File: config.mk
export PLATFORM = sky130hd
export DESIGN_NAME = exc_entry_unit
export DESIGN_NICKNAME = d
export VERILOG_FILES = /design/src/rtl/exc_entry_pkg.sv /design/src/rtl/exc_prio_sel.sv /design/src/rtl/exc_vector_calc.sv /design/src/rtl/exc_csr_file.sv /design/src/rtl/exc_entry_unit.sv
export SDC_FILE = /design/constraint.sdc
export NUM_CORES = 1
export LEC_CHECK = 0
export BUFFER_PORTS_ARGS = -buffer_cell sky130_fd_sc_hd__buf_2
export CAP_MARGIN = 20
export CORE_AREA = 2 2 188 190
export CTS_CLUSTER_DIAMETER = 120
export DETAILED_ROUTE_END_ITERATION = 6
export DIE_AREA = 0 0 190 192
export GPL_TIMING_DRIVEN = 0
export PLACE_DENSITY = 0.74
export SYNTH_ARGS = -nofsm -noshare
export SYNTH_HDL_FRONTEND = slang
export SYNTH_SLANG_ARGS = --single-unit
export TNS_END_PERCENT = 50
File: constraint.sdc
create_clock -name clk -period 2.5 [get_ports clk]
set_clock_uncertainty 0.15 [all_clocks]
set_input_delay 0.375 -clock clk [delete_from_list [all_inputs] [get_ports clk]]
set_output_delay 0.375 -clock clk [all_outputs]
set_load 0.1 [all_outputs]
File: src/rtl/exc_entry_pkg.sv
package exc_entry_pkg;

    localparam int XLEN    = 32;
    localparam int NUM_SRC = 15;
    localparam int IDX_W   = $clog2(NUM_SRC);
    localparam int CODE_W  = 5;
    localparam int COP_W   = 2;
    localparam int ASID_W  = 8;
    localparam int SET_W   = 4;

    // source indices (order is the priority)
    localparam int SRC_SRESET      = 0;
    localparam int SRC_ADDR_LD     = 1;
    localparam int SRC_ADDR_ST     = 2;
    localparam int SRC_REFILL_LD   = 3;
    localparam int SRC_REFILL_ST   = 4;
    localparam int SRC_INVALID_LD  = 5;
    localparam int SRC_INVALID_ST  = 6;
    localparam int SRC_MODIFIED    = 7;
    localparam int SRC_IRQ         = 8;
    localparam int SRC_SYSCALL     = 9;
    localparam int SRC_BREAK       = 10;
    localparam int SRC_RESERVED    = 11;
    localparam int SRC_COP_UNUSE   = 12;
    localparam int SRC_OVERFLOW    = 13;
    localparam int SRC_TRAP        = 14;

    // register field positions
    localparam int MODE_LVL     = 1;
    localparam int MODE_BOOT    = 22;
    localparam int MODE_COP1    = 29;
    localparam int CAUSE_CODE   = 2;
    localparam int CAUSE_IRQSEL = 23;
    localparam int CAUSE_COP    = 28;
    localparam int CAUSE_DSLOT  = 31;
    localparam int SH_CUR       = 0;
    localparam int SH_PREV      = 6;
    localparam int SH_EXC       = 12;
    localparam int TAG_VPN      = 13;
    localparam int CTX_VPN      = 4;
    localparam int VPN_W        = XLEN - TAG_VPN;

    typedef enum logic [1:0] {
        ST_RESET = 2'd0,
        ST_RUN   = 2'd1,
        ST_ENTRY = 2'd2
    } entry_state_e;

    typedef enum logic [2:0] {
        SEL_MODE   = 3'd0,
        SEL_CAUSE  = 3'd1,
        SEL_RETPC  = 3'd2,
        SEL_FADDR  = 3'd3,
        SEL_VBASE  = 3'd4,
        SEL_SHADOW = 3'd5,
        SEL_TAG    = 3'd6,
        SEL_CTX    = 3'd7
    } csr_sel_e;

    function automatic logic [CODE_W-1:0] src_code(input logic [IDX_W-1:0] idx);
        logic [CODE_W-1:0] c;
        unique case (int'(idx))
            SRC_ADDR_LD:                   c = 5'h4;
            SRC_ADDR_ST:                   c = 5'h5;
            SRC_REFILL_LD, SRC_INVALID_LD: c = 5'h2;
            SRC_REFILL_ST, SRC_INVALID_ST: c = 5'h3;
            SRC_MODIFIED:                  c = 5'h1;
            SRC_SYSCALL:                   c = 5'h8;
            SRC_BREAK:                     c = 5'h9;
            SRC_RESERVED:                  c = 5'hA;
            SRC_COP_UNUSE:                 c = 5'hB;
            SRC_OVERFLOW:                  c = 5'hC;
            SRC_TRAP:                      c = 5'hD;
            default:                       c = 5'h0;
        endcase
        return c;
    endfunction

    function automatic logic src_is_xlate(input logic [IDX_W-1:0] idx);
        return (int'(idx) >= SRC_REFILL_LD) && (int'(idx) <= SRC_MODIFIED);
    endfunction

    function automatic logic src_is_addr(input logic [IDX_W-1:0] idx);
        return (int'(idx) == SRC_ADDR_LD) || (int'(idx) == SRC_ADDR_ST);
    endfunction

    function automatic logic src_is_refill(input logic [IDX_W-1:0] idx);
        return (int'(idx) == SRC_REFILL_LD) || (int'(idx) == SRC_REFILL_ST);
    endfunction

endpackage

File: src/rtl/exc_prio_sel.sv
module exc_prio_sel #(
    parameter int N     = 15,
    parameter int IDX_W = $clog2(N)
) (
    input  logic [N-1:0]     req_i,
    output logic             any_o,
    output logic [IDX_W-1:0] idx_o
);

    logic [N-1:0] grant;

    for (genvar g = 0; g < N; g++) begin : g_mask
        if (g == 0) begin : g_first
            assign grant[g] = req_i[0];
        end else begin : g_rest
            assign grant[g] = req_i[g] & ~(|req_i[g-1:0]);
        end
    end

    always_comb begin
        idx_o = '0;
        for (int i = 0; i < N; i++) begin
            if (grant[i]) idx_o = idx_o | IDX_W'(i);
        end
    end

    assign any_o = |req_i;

endmodule

File: src/rtl/exc_vector_calc.sv
module exc_vector_calc
    import exc_entry_pkg::*;
#(
    parameter logic [XLEN-1:0] OFS_GENERAL = 32'h0000_0180,
    parameter logic [XLEN-1:0] OFS_IRQ     = 32'h0000_0200,
    parameter logic [XLEN-1:0] OFS_REFILL  = 32'h0000_0000,
    parameter logic [XLEN-1:0] BOOT_OVF    = 32'hBFC0_0200
) (
    input  logic [IDX_W-1:0] idx_i,
    input  logic [XLEN-1:0]  base_i,
    input  logic             lvl_old_i,
    input  logic             boot_i,
    input  logic             irq_sel_i,
    output logic [XLEN-1:0]  vec_o
);

    always_comb begin
        if ((int'(idx_i) == SRC_OVERFLOW) && boot_i) begin
            vec_o = BOOT_OVF;
        end else if (src_is_refill(idx_i)) begin
            // level must be the value held before this entry
            vec_o = base_i + (lvl_old_i ? OFS_GENERAL : OFS_REFILL);
        end else if (int'(idx_i) == SRC_IRQ) begin
            vec_o = base_i + (irq_sel_i ? OFS_IRQ : OFS_GENERAL);
        end else begin
            vec_o = base_i + OFS_GENERAL;
        end
    end

endmodule

File: src/rtl/exc_csr_file.sv
module exc_csr_file
    import exc_entry_pkg::*;
#(
    parameter logic [XLEN-1:0] VBASE_RST = 32'h8000_0000,
    parameter int              VBASE_LSB = 12
) (
    input  logic              clk,
    input  logic              rst_n,
    input  logic              take_i,
    input  logic [IDX_W-1:0]  idx_i,
    input  logic [XLEN-1:0]   pc_i,
    input  logic              dslot_i,
    input  logic [XLEN-1:0]   vaddr_i,
    input  logic [ASID_W-1:0] asid_i,
    input  logic [COP_W-1:0]  cop_i,
    input  logic              wr_en_i,
    input  logic [2:0]        wr_sel_i,
    input  logic [XLEN-1:0]   wr_data_i,
    output logic [XLEN-1:0]   mode_o,
    output logic [XLEN-1:0]   cause_o,
    output logic [XLEN-1:0]   ret_pc_o,
    output logic [XLEN-1:0]   faddr_o,
    output logic [XLEN-1:0]   vbase_o,
    output logic [XLEN-1:0]   shadow_o,
    output logic [XLEN-1:0]   tag_o,
    output logic [XLEN-1:0]   ctx_o
);

    localparam logic [XLEN-1:0] VBASE_MASK = ~((XLEN'(1) << VBASE_LSB) - XLEN'(1));
    localparam logic [XLEN-1:0] MODE_RST   = (XLEN'(1) << MODE_COP1) | (XLEN'(1) << MODE_BOOT);

    logic sreset;
    logic may_swap;
    assign sreset   = (int'(idx_i) == SRC_SRESET);
    assign may_swap = !mode_o[MODE_LVL] && !mode_o[MODE_BOOT];

    always_ff @(posedge clk or negedge rst_n) begin
        if (!rst_n) begin
            mode_o   <= MODE_RST;
            cause_o  <= '0;
            ret_pc_o <= '0;
            faddr_o  <= '0;
            vbase_o  <= VBASE_RST & VBASE_MASK;
            shadow_o <= '0;
            tag_o    <= '0;
            ctx_o    <= '0;
        end else if (take_i) begin
            if (sreset) begin
                mode_o[MODE_COP1] <= 1'b1;
                mode_o[MODE_BOOT] <= 1'b1;
            end else begin
                mode_o[MODE_LVL] <= 1'b1;
                if (may_swap) begin
                    shadow_o[SH_PREV +: SET_W] <= shadow_o[SH_CUR +: SET_W];
                    shadow_o[SH_CUR  +: SET_W] <= shadow_o[SH_EXC +: SET_W];
                end
                ret_pc_o                   <= dslot_i ? (pc_i - XLEN'(4)) : pc_i;
                cause_o[CAUSE_DSLOT]       <= dslot_i;
                cause_o[CAUSE_CODE +: CODE_W] <= src_code(idx_i);
                cause_o[CAUSE_COP +: COP_W] <= (int'(idx_i) == SRC_COP_UNUSE) ? cop_i : '0;
                if (src_is_xlate(idx_i) || src_is_addr(idx_i)) begin
                    faddr_o <= vaddr_i;
                end
                if (src_is_xlate(idx_i)) begin
                    tag_o[TAG_VPN +: VPN_W]  <= vaddr_i[XLEN-1:TAG_VPN];
                    tag_o[ASID_W-1:0]        <= asid_i;
                    ctx_o[CTX_VPN +: VPN_W]  <= vaddr_i[XLEN-1:TAG_VPN];
                end
            end
        end else if (wr_en_i) begin
            unique case (csr_sel_e'(wr_sel_i))
                SEL_MODE:   mode_o   <= wr_data_i;
                SEL_CAUSE:  cause_o  <= wr_data_i;
                SEL_RETPC:  ret_pc_o <= wr_data_i;
                SEL_FADDR:  faddr_o  <= wr_data_i;
                SEL_VBASE:  vbase_o  <= wr_data_i & VBASE_MASK;
                SEL_SHADOW: shadow_o <= wr_data_i;
                SEL_TAG:    tag_o    <= wr_data_i;
                SEL_CTX:    ctx_o    <= wr_data_i;
                default:    ;
            endcase
        end
    end

endmodule

File: src/rtl/exc_entry_unit.sv
module exc_entry_unit
    import exc_entry_pkg::*;
#(
    parameter logic [XLEN-1:0] RESET_VEC = 32'hBFC0_0000,
    parameter logic [XLEN-1:0] VBASE_RST = 32'h8000_0000,
    parameter int              INSN_B    = 4
) (
    input  logic                 clk,
    input  logic                 rst_n,
    input  logic [NUM_SRC-1:0]   fault_req,
    input  logic [XLEN-1:0]      fault_pc,
    input  logic                 fault_in_dslot,
    input  logic [XLEN-1:0]      fault_vaddr,
    input  logic [ASID_W-1:0]    fault_asid,
    input  logic [COP_W-1:0]     fault_cop,
    input  logic                 csr_wr_en,
    input  logic [2:0]           csr_wr_sel,
    input  logic [XLEN-1:0]      csr_wr_data,
    output logic                 redirect_valid,
    output logic [XLEN-1:0]      handler_pc,
    output logic [XLEN-1:0]      fetch_pc1,
    output logic [XLEN-1:0]      fetch_pc2,
    output logic [XLEN-1:0]      mode_q,
    output logic [XLEN-1:0]      cause_q,
    output logic [XLEN-1:0]      ret_pc_q,
    output logic [XLEN-1:0]      fault_addr_q,
    output logic [XLEN-1:0]      vec_base_q,
    output logic [XLEN-1:0]      shadow_ctl_q,
    output logic [XLEN-1:0]      tlb_tag_q,
    output logic [XLEN-1:0]      walk_ctx_q
);

    localparam logic [XLEN-1:0] STEP1 = XLEN'(INSN_B);
    localparam logic [XLEN-1:0] STEP2 = XLEN'(2 * INSN_B);

    entry_state_e      state_q, state_d;
    logic              req_any;
    logic [IDX_W-1:0]  req_idx;
    logic              take;
    logic              take_sreset;
    logic [XLEN-1:0]   vec_sel;
    logic [XLEN-1:0]   handler_q;

    exc_prio_sel #(.N(NUM_SRC), .IDX_W(IDX_W)) u_prio (
        .req_i (fault_req),
        .any_o (req_any),
        .idx_o (req_idx)
    );

    assign take        = (state_q == ST_RUN) && req_any;
    assign take_sreset = take && (int'(req_idx) == SRC_SRESET);

    exc_vector_calc u_vec (
        .idx_i     (req_idx),
        .base_i    (vec_base_q),
        .lvl_old_i (mode_q[MODE_LVL]),
        .boot_i    (mode_q[MODE_BOOT]),
        .irq_sel_i (cause_q[CAUSE_IRQSEL]),
        .vec_o     (vec_sel)
    );

    exc_csr_file #(.VBASE_RST(VBASE_RST)) u_csr (
        .clk       (clk),
        .rst_n     (rst_n),
        .take_i    (take),
        .idx_i     (req_idx),
        .pc_i      (fault_pc),
        .dslot_i   (fault_in_dslot),
        .vaddr_i   (fault_vaddr),
        .asid_i    (fault_asid),
        .cop_i     (fault_cop),
        .wr_en_i   (csr_wr_en),
        .wr_sel_i  (csr_wr_sel),
        .wr_data_i (csr_wr_data),
        .mode_o    (mode_q),
        .cause_o   (cause_q),
        .ret_pc_o  (ret_pc_q),
        .faddr_o   (fault_addr_q),
        .vbase_o   (vec_base_q),
        .shadow_o  (shadow_ctl_q),
        .tag_o     (tlb_tag_q),
        .ctx_o     (walk_ctx_q)
    );

    // next state
    always_comb begin
        state_d = state_q;
        unique case (state_q)
            ST_RESET: state_d = ST_RUN;
            ST_RUN: begin
                if (take_sreset)  state_d = ST_RESET;
                else if (take)    state_d = ST_ENTRY;
            end
            ST_ENTRY: state_d = ST_RUN;
            default:  state_d = ST_RUN;
        endcase
    end

    // state register
    always_ff @(posedge clk or negedge rst_n) begin
        if (!rst_n) state_q <= ST_RESET;
        else        state_q <= state_d;
    end

    // handler capture
    always_ff @(posedge clk or negedge rst_n) begin
        if (!rst_n)                     handler_q <= '0;
        else if (take && !take_sreset)  handler_q <= vec_sel;
    end

    // outputs
    always_comb begin
        unique case (state_q)
            ST_RESET: begin
                redirect_valid = 1'b1;
                handler_pc     = RESET_VEC;
            end
            ST_ENTRY: begin
                redirect_valid = 1'b1;
                handler_pc     = handler_q;
            end
            default: begin
                redirect_valid = 1'b0;
                handler_pc     = handler_q;
            end
        endcase
        fetch_pc1 = handler_pc + STEP1;
        fetch_pc2 = handler_pc + STEP2;
    end

endmodule

==> flow_summary.ini <==
[yosys]
synth_fa_ha_area_frac = 0.00486
synthTopCellsByCount = 265 x dfrtp_1, 239 x nand2_1, 117 x mux2_2, 89 x buf_4, 68 x o21ai_0
yosysMostFrequentCell = dfrtp_1
synth_area_um2 = 12900
ys_warn_count = 0
ys_seq_area_frac = 0.521
ys_top_cells_by_area = dfrtp_1 51%, mux2_2 10%, nand2_1 7.0%
synth_compound_area_frac = 0.112
synth_edf_count = 0
synth_top_family_by_area = simple AND/OR/NAND/NOR gates
syn_inst = 1207
yosys_register_bits = 268
yosysTopAreaCell = dfrtp_1
synthMuxAreaShare = 0.132
netlist.area_leader.share = 0.515
yosys.area_share.simple = 0.139
syn_avg_cell_area_um2 = 10.7
async_flop_share = 1.00
yosysUniqueCellTypes = 65
synth-xor-area-share = 0.0177
synthFlopType = dfrtp_1

[final_layout]
syn_to_final_growth_pct = 40.3
final_util = 0.527
layout-drive-gt1-share = 0.461
fin_nets = 1904

[pwr]
pwr-share-seq = 0.261
power_frac_clock = 0.213
power_density_nw_per_um2 = 1210
ir_drop_uv = 786
power_switching_uw = 11800
p_sw_frac = 0.544
pwr-share-comb = 0.526
leakagePower_uw = 0.00931
internal-power_uw = 9940

[cts]
worst_skew_pair.late_latency_ns = 0.56
clk_pin_slew_ns = 0.06
cts_buffers = 31
cts_tree = yes
cts_root_buffer = clkbuf_16
numClockSinks = 268
clockBufferDepth = 3
htreeDepth = 1

[timing]
period_needed_ns = 2.43
fmax_ghz = 0.411
final_max_slew_viol_count = 0
tightest_slew_ns = 1.01
relSlewSlack = 0.326
finalSetupViolations = 0
hold_violations = 2
holdWs_ns = -0.00250
finalCritPeriodShare = 0.972

[floorplan]
core_um2 = 34300
dieWidth_um = 190
die_y_um = 192
ios = 481
initial_core_util = 0.376
rows = 68
dieArea_um2 = 36500

[detailed_routing]
vias_per_cell = 5.18
wire_per_inst_um = 22.9
ant_nets = 0
drc_errors = 0
vias = 11700
drt_iter0_markers = 689
first_pass_iters = 5
wl_um = 51500

[critical_path]
regToRegEndpoint = u_csr.vbase_o[25]
max_stage_delay_ns = 0.45
worstPathCellList = nand2b_1, a41oi_4, buf_4, nor3_1, clkbuf_2, mux2_2
cp_slowest_cell = dfrtp_2
cp-end-kind = flip-flop
crit_required_ns = 2.80
startpoint_type = flip-flop
arrival_ns = 2.73
r2r_start = state_q[0]
reg2reg_slack_ns = 0.07
path_class = flip-flop to flip-flop
startpoint = state_q[0]
reg2reg_depth = 6
crit_fanout = 10

[placement]
portBuffers = 439
gp_congestion = 0.890
dp_hpwl_um = 37700

[min_path]
hold_depth = 3
hold_end = u_csr.faddr_o[4]
min_from = fault_vaddr[4]
hold_class = input port to flip-flop

[grt]
antenna_found_initial = 7
grt_pass1_wl_um = 74200
grtUsageTotal = 0.274
grt_pass1_vias = 11600
grt_remaining_overflow = 0
grt_max_degree = 122

[status]
status = finished with violations
violations = negative hold slack

[flow_run]
maxCapViolCount = 0
[final cells by class]
class | count | area (um2)
Antenna cell | 3 | 7.51
Timing Repair Buffer | 496 | 3100
Sequential cell | 268 | 6710
Clock buffer | 41 | 873
Multi-Input combinational cell | 817 | 5600
Buffer | 147 | 998
Inverter | 10 | 45.0
Tap cell | 455 | 569
Clock inverter | 14 | 159
Fill cell | 3064 | 16200
[logic make-up after synthesis]
kind of cell	Yosys count
flops	268
xor+xnor	26
buf+inv	159
simple gates	385
compound gates	207
fa+ha+maj	5
mux	155
other cells	2
[cells in the final DEF (no fill, tap or decap), types with 8 or more instances in the layout]
cell type	Yosys	routed
buf_4	89	141
a22o_1	60	60
a21o_1	8	8
o22a_1	9	9
buf_6	0	20
clkbuf_2	0	18
clkbuf_16	0	31
dfrtp_1	265	264
nor2_1	40	35
dlygate4sd3_1	0	37
or2_2	12	12
a21oi_1	29	28
xor2_1	15	15
nor2b_1	15	12
nand2_1	239	237
mux2_4	0	13
clkbuf_1	45	14
buf_2	10	388
xnor2_1	11	11
clkbuf_4	0	12
nand3_1	12	12
nor3_1	14	12
o21ai_0	68	66
mux2_2	117	108
conb_1	2	39
clkinv_2	0	8
mux2i_1	33	33
[worst max-delay path, delay by kind of cell (launching register included)]
kind / cells / cell delay (ns)
muxes: 1 / 0.38
AOI/OAI and AO/OA: 1 / 0.08
buffers and inverters: 2 / 0.63
and+or+nand+nor: 2 / 0.61
DFF: 1 / 0.45
[worst max path at each step]
| stage | endpoint | slack [ns] | cells past startpoint |
|---|---|---|---|
| final | u_csr.vbase_o[25] | 0.07 | 6 |
| after detailed placement | u_csr.cause_o[22] | -1.02 | 9 |
| after floorplan | fetch_pc2[12] | -0.56 | 4 |
| after global placement | u_csr.vbase_o[22] | -4.05 | 1 |
| after global routing | u_csr.ret_pc_o[31] | -0.03 | 17 |
| after CTS | fetch_pc2[30] | 0.001 | 5 |
[per-layer routing]
metal / GRT usage / routed length (um) / vias to the layer above
li1: - / - / 5201
met1: 0.338 / 19800 / 5750
met2: 0.468 / 25000 / 601
met3: 0.0720 / 4850 / 116
met4: 0.0921 / 1820 / 2
met5: 0 / 13 / -
[flip-flops by register name, summed over array words and instances (netlist names)]
register        count
handler_q          22
u_csr.ctx_o        32
u_csr.cause_o      32
u_csr.shadow_o     32
u_csr.faddr_o      32
u_csr.mode_o       32
state_q             2
u_csr.tag_o        32
u_csr.ret_pc_o     32
u_csr.vbase_o      20
[power by group through the flow]
| stage | registers (uW) | logic [uW] | clock network [uW] |
|---|---|---|---|
| floorplan | 11300 | 3550 | 0 |
| global placement | 5700 | 11000 | 0 |
| detailed placement | 5740 | 11100 | 0 |
| CTS | 5680 | 11400 | 4710 |
| global route | 5770 | 11700 | 4910 |
| finish | 5680 | 11500 | 4630 |
[stage by stage]
step / total power, uW / cells / cell area (um2) / setup WS (ns) / TNS [ns]
global route: 22400 / 2250 / 18100 / -0.0323 / -0.242
global placement: 16700 / 2138 / 16000 / -4.05 / -1257.57
finish: 21800 / 2251 / 18100 / 0.0698 / 0
detailed placement: 16800 / 2140 / 16000 / -1.02 / -200.77
floorplan: 14900 / 1244 / 13200 / -0.563 / -19.46
CTS: 21700 / 2245 / 17800 / 0.00135 / 0
[what timing repair did]
| action | 4_1_cts | 5_1_grt |
|---|---|---|
| endpoints found under the setup margin | 309 | 232 |
| endpoints found under the hold margin | 92 | 0 |
| gates resized for setup | 104 | 70 |
| hold buffers | 37 | 0 |
| gates cloned | 0 | 0 |
| pin swaps | 9 | 3 |
| setup buffers | 14 | 4 |
No activity file was read; power rests on OpenSTA's default activity.
